<file path="src/rtl/aclk_pkg.sv">
// Shared constants and ratio decode functions for the audio clock ratio generator.
// Assumes codes are 3 bits wide; ratios are returned as base-2 logarithms.
package aclk_pkg;
    localparam int CODE_W  = 3;
    localparam int LOG_W   = 4;
    localparam int MAX_LOG = 9;

    // master clocks per sample, as log2
    function automatic logic [LOG_W-1:0] fs_ratio_log(input logic [CODE_W-1:0] code,
                                                      input logic wide);
        case (code)
            3'd0:    fs_ratio_log = 4'd9;
            3'd1:    fs_ratio_log = 4'd8;
            3'd2:    fs_ratio_log = 4'd7;
            3'd3:    fs_ratio_log = 4'd6;
            3'd4:    fs_ratio_log = wide ? 4'd5 : 4'd9;
            default: fs_ratio_log = 4'd9;
        endcase
    endfunction

    // bit clocks per frame, as log2
    function automatic logic [LOG_W-1:0] bpf_log(input logic [CODE_W-1:0] code,
                                                 input logic wide);
        case (code)
            3'd0:    bpf_log = 4'd5;
            3'd1:    bpf_log = 4'd6;
            3'd2:    bpf_log = 4'd7;
            3'd3:    bpf_log = 4'd8;
            3'd4:    bpf_log = 4'd9;
            3'd7:    bpf_log = wide ? 4'd4 : 4'd5;
            default: bpf_log = 4'd5;
        endcase
    endfunction
endpackage

</file>
<file path="src/rtl/aclk_ratio_decode.sv">
// Turns the two ratio codes into frame length and bit divide (both log2) and
// flags pairs whose bit count exceeds the master cycles per frame.
// Assumes codes are static while the port runs.
module aclk_ratio_decode
    import aclk_pkg::*;
(
    input  logic [CODE_W-1:0] fs_code,
    input  logic [CODE_W-1:0] bf_code,
    input  logic              wide,
    output logic [LOG_W-1:0]  frame_log,
    output logic [LOG_W-1:0]  div_log,
    output logic              bad
);
    logic [LOG_W-1:0] bits_log;

    // decode both tables and derive the divide
    always_comb begin
        frame_log = fs_ratio_log(fs_code, wide);
        bits_log  = bpf_log(bf_code, wide);
        bad       = (frame_log < bits_log);
        div_log   = bad ? '0 : (frame_log - bits_log);
    end
endmodule

</file>
<file path="src/rtl/aclk_frame_counter.sv">
// Master-cycle position counter within a frame. Idles at zero while not running,
// so the first cycle after a start is position zero.
module aclk_frame_counter #(
    parameter int CNT_W = 9,
    parameter int LOG_W = 4
) (
    input  logic             clk,
    input  logic             rst_n,
    input  logic             run_req,
    input  logic [LOG_W-1:0] frame_log,
    output logic             run_q,
    output logic [CNT_W-1:0] pos
);
    logic [CNT_W-1:0] wrap_mask;

    // mask for frame length 2**frame_log (all ones when it equals 2**CNT_W)
    always_comb wrap_mask = (CNT_W'(1) << frame_log) - CNT_W'(1);

    // register the run request and advance the frame position
    always_ff @(posedge clk) begin
        if (!rst_n) begin
            run_q <= 1'b0;
            pos   <= '0;
        end else begin
            run_q <= run_req;
            if (run_q) pos <= (pos + CNT_W'(1)) & wrap_mask;
            else       pos <= '0;
        end
    end
endmodule

</file>
<file path="src/rtl/aclk_strobe_out.sv">
// Forms the bit strobe and frame level from the frame position, applies the
// drive-side polarity controls and registers the received clocks.
module aclk_strobe_out #(
    parameter int CNT_W  = 9,
    parameter int LOG_W  = 4,
    parameter int N_RCV  = 2
) (
    input  logic             clk,
    input  logic             rst_n,
    input  logic             run_q,
    input  logic [CNT_W-1:0] pos,
    input  logic [LOG_W-1:0] frame_log,
    input  logic [LOG_W-1:0] div_log,
    input  logic             bit_inv,
    input  logic             frame_inv,
    input  logic [N_RCV-1:0] rcv_in,
    input  logic [N_RCV-1:0] rcv_inv,
    output logic             tick,
    output logic             frame_lvl,
    output logic [N_RCV-1:0] rcv_out
);
    logic [CNT_W-1:0] bit_mask;
    logic [CNT_W-1:0] tick_at;
    logic [CNT_W-1:0] half_sel;

    // choose the strobe cycle within each bit period and the frame phase
    always_comb begin
        bit_mask  = (CNT_W'(1) << div_log) - CNT_W'(1);
        tick_at   = bit_inv ? (bit_mask >> 1) : bit_mask;
        half_sel  = pos >> (frame_log - LOG_W'(1));
        tick      = run_q && ((pos & bit_mask) == tick_at);
        frame_lvl = (run_q & half_sel[0]) ^ frame_inv;
    end

    for (genvar g = 0; g < N_RCV; g++) begin : g_rcv
        // register one received clock with its polarity control
        always_ff @(posedge clk) begin
            if (!rst_n) rcv_out[g] <= 1'b0;
            else        rcv_out[g] <= rcv_in[g] ^ rcv_inv[g];
        end
    end
endmodule

</file>
<file path="src/rtl/audio_clk_ratio_gen.sv">
// Audio master/bit clock ratio generator: bit strobe and frame clock derived
// from the master clock by coded ratios, with drive/receive selection,
// polarity controls and port enable gating.
module audio_clk_ratio_gen
    import aclk_pkg::*;
#(
    parameter int CNT_W = MAX_LOG
) (
    input  logic              clk,
    input  logic              rst_n,
    input  logic              port_en,
    input  logic              drive_clks,
    input  logic              wide_codes,
    input  logic [CODE_W-1:0] mclk_fs_code,
    input  logic [CODE_W-1:0] bits_frame_code,
    input  logic              frame_inv_drv,
    input  logic              bit_inv_drv,
    input  logic              frame_inv_rcv,
    input  logic              bit_inv_rcv,
    input  logic              ext_bit_clk,
    input  logic              ext_frame_clk,
    output logic              bit_tick,
    output logic              frame_clk,
    output logic              rcv_bit_clk,
    output logic              rcv_frame_clk,
    output logic              cfg_bad
);
    logic [LOG_W-1:0] frame_log;
    logic [LOG_W-1:0] div_log;
    logic             run_req;
    logic             run_q;
    logic [CNT_W-1:0] pos;
    logic [1:0]       rcv_q;

    aclk_ratio_decode u_dec (
        .fs_code   (mclk_fs_code),
        .bf_code   (bits_frame_code),
        .wide      (wide_codes),
        .frame_log (frame_log),
        .div_log   (div_log),
        .bad       (cfg_bad)
    );

    // run only when enabled, driving, and legally configured
    always_comb run_req = port_en && drive_clks && !cfg_bad;

    aclk_frame_counter #(.CNT_W(CNT_W), .LOG_W(LOG_W)) u_cnt (
        .clk       (clk),
        .rst_n     (rst_n),
        .run_req   (run_req),
        .frame_log (frame_log),
        .run_q     (run_q),
        .pos       (pos)
    );

    aclk_strobe_out #(.CNT_W(CNT_W), .LOG_W(LOG_W), .N_RCV(2)) u_out (
        .clk       (clk),
        .rst_n     (rst_n),
        .run_q     (run_q),
        .pos       (pos),
        .frame_log (frame_log),
        .div_log   (div_log),
        .bit_inv   (bit_inv_drv),
        .frame_inv (frame_inv_drv),
        .rcv_in    ({ext_frame_clk, ext_bit_clk}),
        .rcv_inv   ({frame_inv_rcv, bit_inv_rcv}),
        .tick      (bit_tick),
        .frame_lvl (frame_clk),
        .rcv_out   (rcv_q)
    );

    assign rcv_bit_clk   = rcv_q[0];
    assign rcv_frame_clk = rcv_q[1];
endmodule

</file>
<file path="config.mk">
export PLATFORM = sky130hd
export DESIGN_NAME = audio_clk_ratio_gen
export DESIGN_NICKNAME = d
export VERILOG_FILES = /design/src/rtl/aclk_pkg.sv /design/src/rtl/aclk_ratio_decode.sv /design/src/rtl/aclk_frame_counter.sv /design/src/rtl/aclk_strobe_out.sv /design/src/rtl/audio_clk_ratio_gen.sv
export SDC_FILE = /design/constraint.sdc
export NUM_CORES = 1
export LEC_CHECK = 0
export ABC_AREA = 0
export CAP_MARGIN = 5
export CORE_MARGIN = 1
export CORE_UTILIZATION = 30
export DETAILED_ROUTE_END_ITERATION = 8
export DONT_BUFFER_PORTS = 1
export PLACE_DENSITY = 0.53
export SYNTH_ARGS = -nofsm -noshare
export SYNTH_HDL_FRONTEND = slang
export SYNTH_SLANG_ARGS = --single-unit
</file>
<file path="constraint.sdc">
create_clock -name clk -period 11.37 [get_ports clk]
set_input_delay 3.411 -clock clk [delete_from_list [all_inputs] [get_ports clk]]
set_output_delay 3.411 -clock clk [all_outputs]
set_load 0.005 [all_outputs]
</file>
==> metrics.md, run 1 <==
| Metric | Value |
|---|---|
| Clock tree from TritonCTS | `done` |
| Final HPWL from detailed placement | `3770 um` |
| Endpoint class of the critical path | `output port` |
| Overall die area | `6340 um2` |
| Count of nets after finishing | `256` |
| I/O Buffers | `0` |
| Post-synthesis area per instance | `8.03 um2` |
| Final cell area excluding filler cells | `1910 um2` |
| Clock latency of the later-clocked register in the worst-skew pair | `0.24 ns` |
| Data arrival time of the critical path | `7.54 ns` |
| Clock network fraction of total power | `24.4%` |
| End-of-flow core utilization | `33.9%` |
| Final setup slack of the worst path | `0.420 ns` |
| Post-route minimum period | `10.95 ns` |
| Fraction of synthesis flops using an asynchronous set or reset pin | `0%` |
| Maximum frequency from static timing analysis | `0.0913 GHz` |
| Number of instances in the synthesized netlist | `225` |
| Maximum number of pins on one net before global-route repair | `13` |
| Setup TNS after final layout | `0 ns` |
| Reg-to-reg endpoint | `u_cnt.pos[8]$_SDFF_PN0_` |
| Hold WS | `0.520 ns` |
| Pwr dens | `102 nW/um2` |
| TritonCTS Buffers | `3` |
| Non-filler cells in the finished layout | `298` |
| Clk_skew | `0.00314 ns` |
| Clock Sinks | `12` |
| CP startpoint kind | `primary input` |
| Pre-CTS setup slack | `0.454 ns` |
| Starting density of the core | `32.0%` |
| Count of final hold-check violations | `0` |
| Sequential group share of total power | `22.2%` |
| Number of antenna violations at the first check in global routing | `0` |
| Clock Pin Slew Worst Setup and Hold Paths | `0.05 ns` |
| Ports | `22` |
| Internal power | `116 uW` |
| VDD IR max | `0.0000375 V` |
| Remaining design rule violation count | `0` |
| First-iteration detailed-routing DRC count | `174` |
| Power spent charging and discharging nets | `80.2 uW` |
| Run status | `finished, final reports clean` |
| Max-cap violations | `0` |
| Synth top area cells | `dfxtp_1 13%, ha_1 7.6%, nor2_1 4.4%` |
| Crit-path max FO | `12` |
| Number of enable-type register cells in the synthesized netlist | `0` |
| Layout cells sized above 1 | `13.3%` |
| Number of global-route vias before repair | `1614` |
| Share of the yosys chip area belonging to registers | `13.3%` |
| Detail Route Antenna Nets | `0` |
| Via count | `1746` |
| Tightest slew margin relative to the limit | `66.6%` |
| Ratio of routed vias to standard cells | `5.86` |
| Wire length of the first global-routing pass | `8190 um` |
| Post-Synthesis Cell Area | `1810 um2` |
| Total global routing track utilization | `16.2%` |
| Endpoint of the worst hold-timing path | `u_cnt.pos[0]$_SDFF_PN0_` |
| Worst hold stages | `1` |
| Startpoint of the most critical hold path | `u_cnt.pos[0]$_SDFF_PN0_` |
| Part of the power in combinational logic | `53.4%` |
| Predominant post-synthesis flop cell | `dfxtp_1` |
| Inst Count DP | `293` |
| Leakage component of the power | `0.715 nW` |
| Depth of the worst register-to-register path | `5` |
| Global placement routability congestion | `0.862` |
| Final number of setup-violating endpoints | `0` |
| Proportion of total power due to net switching | `40.9%` |
| Slack of the worst reg-to-reg path | `9.64 ns` |
| Die outline height | `79.6 um` |
| Library cell occupying the most area in the post-synthesis netlist | `dfxtp_1` |
| Least-Margin Pin Slew | `0.500 ns` |
| Hold Crit Class | `register to register` |
| Placed inst area | `1850 um2` |
| Synthesis-stage register bit count | `12` |
| Count of fill cells added during filler insertion | `595` |
| CP Data Required Time | `7.96 ns` |
| Critical path start-end classification | `primary input to output port` |
| Floorplan core area | `5640 um2` |
| Number of H-tree levels | `1` |
| Row cnt | `27` |
| Initial DRT Pass Iterations | `5` |
| Startpoint of the most critical register-to-register path | `u_cnt.pos[0]$_SDFF_PN0_` |
| Most used standard cell by instance count after synthesis | `nor2_1` |
| Period utilization | `96.3%` |
| Unique cell type count in the Yosys netlist | `74` |
| Area overhead of the layout relative to synthesis | `5.89%` |
| Root buffer cell | `clkbuf_8` |
| Area share of the leading cell type in the synthesized netlist | `13.3%` |
| Horizontal die dimension | `79.6 um` |
| Total length of routed wires | `4840 um` |
| Total chip power | `196 uW` |
| First element of the critical path | `mclk_fs_code[2]` |
| Number of pins with negative max-slew slack in the final report | `0` |
| Buffers from clock root to sink, at most | `2` |
| Overflow left after global routing | `0` |
| Number of synthesis warnings | `0` |
| Commonest cells post-synth | `21 x nor2_1, 17 x nand2_1, 13 x inv_1, 12 x dfxtp_1, 11 x ha_1` |
| Number of diodes | `0` |
| Routed wire per std cell | `16.2 um` |
==> cell usage in the layout (no fill, tap or decap), drive strengths merged, types with 3 or more instances in the layout <==
master	Yosys	layout
a211oi	6	6
a21oi	5	5
a221oi	3	3
a22oi	3	3
a31oi	4	4
and2	5	5
and2b	4	4
and3	4	4
buf	6	4
clkbuf	1	4
dfxtp	12	12
ha	11	11
inv	14	14
nand2	17	17
nand2b	5	5
nand3	9	9
nor2	21	21
nor3	8	8
nor3b	6	6
nor4	3	3
o211ai	5	5
o21ai	10	10
o221ai	6	6
o31ai	4	4
xnor2	7	7
xor2	7	7
==> how the worst max path moves through the flow <==
stage / slack [ns] / endpoint / cells after the start
after CTS: 0.42 / bit_tick / 17
after global placement: 0.50 / bit_tick / 17
after detailed placement: 0.45 / bit_tick / 17
after global routing: -0.02 / bit_tick / 17
after floorplan: 1.08 / bit_tick / 19
final: 0.42 / bit_tick / 17
==> routing by layer <==
metal  GRT usage, %  share of wire, %  up-vias
met5              0                 0        -
met4           3.45              0.78        0
met3           1.37               6.3        8
met2           26.4                46       67
met1           23.0                47      815
li1               -                 -      856
==> power by group through the flow <==
stage,Clock [mW],Sequential (mW),Combinational [mW]
after floorplan,0,0.0442,0.0829
after detailed placement,0,0.0445,0.0996
final,0.0478,0.0435,0.105
after CTS,0.0483,0.0436,0.100
after global routing,0.0513,0.0436,0.115
after global placement,0,0.0445,0.100
==> registers in the layout, summed over array words and instances, names as in the netlist <==
register and flops:
u_cnt.pos 9, u_cnt.run_q 1, u_out.rcv_out 2
==> critical path: stages <==
cell and delay, ns:
nand2b_1 0.28, inv_1 0.22, ha_1 0.25, inv_1 0.07, fa_1 0.42, nand2b_1 0.16
a221oi_1 0.05, a211oi_1 0.35, nand3_2 0.21, o21ai_0 0.23, ha_1 0.45, o211ai_2 0.16
a222oi_1 0.52, nor3_1 0.09, o31ai_1 0.24, nor4b_2 0.22, o211a_1 0.21
==> cell type report <==
type	instances	area [um2]	area share, %
flip-flops and latches	12	240	12.6
clock buffers	4	55.1	2.88
inverters	14	52.6	2.75
well taps	72	90.1	4.71
multi-input cells	192	1450	75.5
repair buffers	4	30.0	1.57
==> what timing repair did <==
action	4_1_cts	5_1_grt
endpoints found under the setup margin	0	1
hold buffers	0	0
resized for setup	0	0
buffers inserted	0	1
==> kinds of logic (layout without fill, tap and decap cells) <==
logic type,Yosys count,in the layout,share of synthesized area (%)
adder cells (fa/ha/maj),12,12,8.73
AND/OR/NAND/NOR,95,95,30.7
buffers and inverters,22,22,6.92
other,1,2,0.208
XOR/XNOR,15,15,8.03
multiplexers,4,4,3.67
flip-flops,12,12,13.3
AO/OA/AOI/OAI,64,64,28.5
Note: power is estimated with default switching activity, not from simulation.
==> run 2: changes to the inputs <==
clock period = 11.9 ns   (was 11.37 ns; I/O delays follow)
==> metrics.md, run 2 (synthesized netlist as in run 1, its figures left out) <==
| Metric | Value |
|---|---|
| Run status | `finished, final reports clean` |
| Initial DRT Pass Iterations | `6 (+1)` |
| Ports | `22 (unchanged)` |
| Starting density of the core | `32.0% (unchanged)` |
| Ratio of routed vias to standard cells | `5.83 (-0.45%)` |
| Hold WS | `0.531 ns (+0.0110 ns)` |
| Leading cell type in the layout, fill and taps excluded | `nor2_1` |
| Setup TNS after final layout | `0 ns (unchanged)` |
| Maximum frequency from static timing analysis | `0.0883 GHz` |
| Period utilization | `95.2%` |
| Number of setup buffers added after CTS | `0 (unchanged)` |
| Most frequent cells in the layout | `21 x nor2_1, 17 x nand2_1, 13 x inv_1` |
| Number of pins with negative max-slew slack in the final report | `0 (unchanged)` |
| Area overhead of the layout relative to synthesis | `3.46%` |
| Layout cells sized above 1 | `11.3% (-2.0 points)` |
| Root buffer cell | `clkbuf_8` |
| Least-Margin Pin Slew | `0.615 ns (+0.114 ns)` |
| Final HPWL from detailed placement | `3780 um (about the same)` |
| I/O Buffers | `0 (unchanged)` |
| Total length of routed wires | `4740 um (-2.1%)` |
| Overall die area | `6340 um2 (unchanged)` |
| Global placement routability congestion | `0.845 (-2.0%)` |
| Clock tree from TritonCTS | `done` |
| Pwr dens | `93.6 nW/um2 (-8.6%)` |
| Remaining design rule violation count | `0 (unchanged)` |
| Crit-path max FO | `12 (unchanged)` |
| Number of diodes | `0 (unchanged)` |
| Buffers from clock root to sink, at most | `2 (unchanged)` |
| Hold Crit Class | `register to register` |
| Horizontal die dimension | `79.6 um (unchanged)` |
| Max-cap violations | `0 (unchanged)` |
| Routed wire per std cell | `16.2 um (-0.39%)` |
| Number of global-route vias before repair | `1562 (-3.2%)` |
| Leakage component of the power | `0.689 nW (-3.7%)` |
| Number of antenna violations at the first check in global routing | `0 (unchanged)` |
| Die outline height | `79.6 um (unchanged)` |
| Post-route minimum period | `11.33 ns` |
| TritonCTS Buffers | `3 (unchanged)` |
| Unrepaired setup endpoints after global routing | `false` |
| Clock Sinks | `12 (unchanged)` |
| Max reg flops | `9 (unchanged)` |
| CP startpoint kind | `primary input` |
| Total global routing track utilization | `15.4% (-0.82 points)` |
| Via count | `1709 (-2.1%)` |
| Count of nets after finishing | `252 (-1.6%)` |
| Endpoint class of the critical path | `output port` |
| Clock latency of the later-clocked register in the worst-skew pair | `0.24 ns (about the same)` |
| Critical path start-end classification | `primary input to output port` |
| Count of final hold-check violations | `0 (unchanged)` |
| Final number of setup-violating endpoints | `0 (unchanged)` |
| Reg with most FFs | `u_cnt.pos` |
| Clock Pin Slew Worst Setup and Hold Paths | `0.05 ns (about the same)` |
| Largest registers | `u_cnt.pos x9, u_out.rcv_out x2, u_cnt.run_q x1` |
| Detail Route Antenna Nets | `0 (unchanged)` |
| First-iteration detailed-routing DRC count | `274 (+57%)` |
| Data arrival time of the critical path | `7.76 ns (+0.22 ns)` |
| VDD IR max | `0.0000409 V (+9.1%)` |
| Maximum number of pins on one net before global-route repair | `13 (unchanged)` |
| Number of H-tree levels | `1 (unchanged)` |
| Clk_skew | `0.00305 ns (-0.0000876 ns)` |
| Row cnt | `27 (unchanged)` |
| Tightest slew margin relative to the limit | `58.8% (-7.8 points)` |
| Overflow left after global routing | `0 (unchanged)` |
| CP Data Required Time | `8.33 ns (+0.37 ns)` |
| Wire length of the first global-routing pass | `7760 um (-5.2%)` |
| Floorplan core area | `5640 um2 (unchanged)` |
==> run 2: worst max-delay path: stages <==
cell and delay (ns):
nand2b_1 0.33, inv_1 0.41, fa_1 0.51, nand2b_1 0.16, a221oi_1 0.05, a211oi_1 0.39
nand3_2 0.23, o21ai_1 0.22, ha_1 0.39, o211ai_2 0.14, a222oi_1 0.54, nor3_1 0.09
o31ai_1 0.24, nor4b_2 0.25, o211a_1 0.21
==> run 2: per-stage QoR <==
stage | utilization [%] | cells | setup WS [ns] | total power [mW] | instance area (um2)
floorplan | - | 226 | 1.29 | 0.122 | 1810
global placement | 32.4 | 290 | 0.573 | 0.137 | 1830
detailed placement | 32.4 | 290 | 0.543 | 0.136 | 1830
CTS | 33.1 | 293 | 0.494 | 0.173 | 1870
global route | 33.1 | 293 | 0.0794 | 0.187 | 1870
finish | 33.1 | 293 | 0.574 | 0.175 | 1870
==> run 2: power by group <==
| part | internal (mW) | leakage (nW) | switching (mW) | total, mW |
|---|---|---|---|---|
| logic | 0.0376 | 0.570 | 0.0585 | 0.0961 |
| clock network | 0.0223 | 0.0216 | 0.0150 | 0.0373 |
| registers | 0.0410 | 0.0973 | 0.000638 | 0.0416 |
| total | 0.101 | 0.689 | 0.0742 | 0.175 |
==> run 2: repair_timing <==
item / CTS / global route
setup endpoints to repair: 0 / 1
resized for setup: 0 / 1
hold buffers: 0 / 0
==> run 2: path summary, 6_finish.rpt <==
kind / slack (ns) / depth (start not counted) / start / to
setup / recovery: 0.57 / 15 / mclk_fs_code[2] / bit_tick
hold / removal: 0.53 / 1 / u_cnt.pos[0]$_SDFF_PN0_ / u_cnt.pos[0]$_SDFF_PN0_
setup reg to reg: 10.24 / 5 / u_cnt.pos[0]$_SDFF_PN0_ / u_cnt.pos[8]$_SDFF_PN0_
hold reg to reg: 0.53 / 1 / u_cnt.pos[0]$_SDFF_PN0_ / u_cnt.pos[0]$_SDFF_PN0_
==> run 2: cell type report <==
type | instances | area, um2
fillers | 578 | 3770
multi-input cells | 192 | 1450
flip-flops and latches | 12 | 240
well taps | 72 | 90.1
inverters | 14 | 52.6
clock buffers | 3 | 41.3
==> run 2: layer usage <==
| layer | vias to the layer above | wire length (um) | track usage [%] |
|---|---|---|---|
| met4 | 0 | 51 | 2.91 |
| li1 | 846 | - | - |
| met5 | - | 0 | 0 |
| met3 | 4 | 193 | 1.60 |
| met1 | 811 | 2320 | 21.5 |
| met2 | 48 | 2180 | 25.4 |
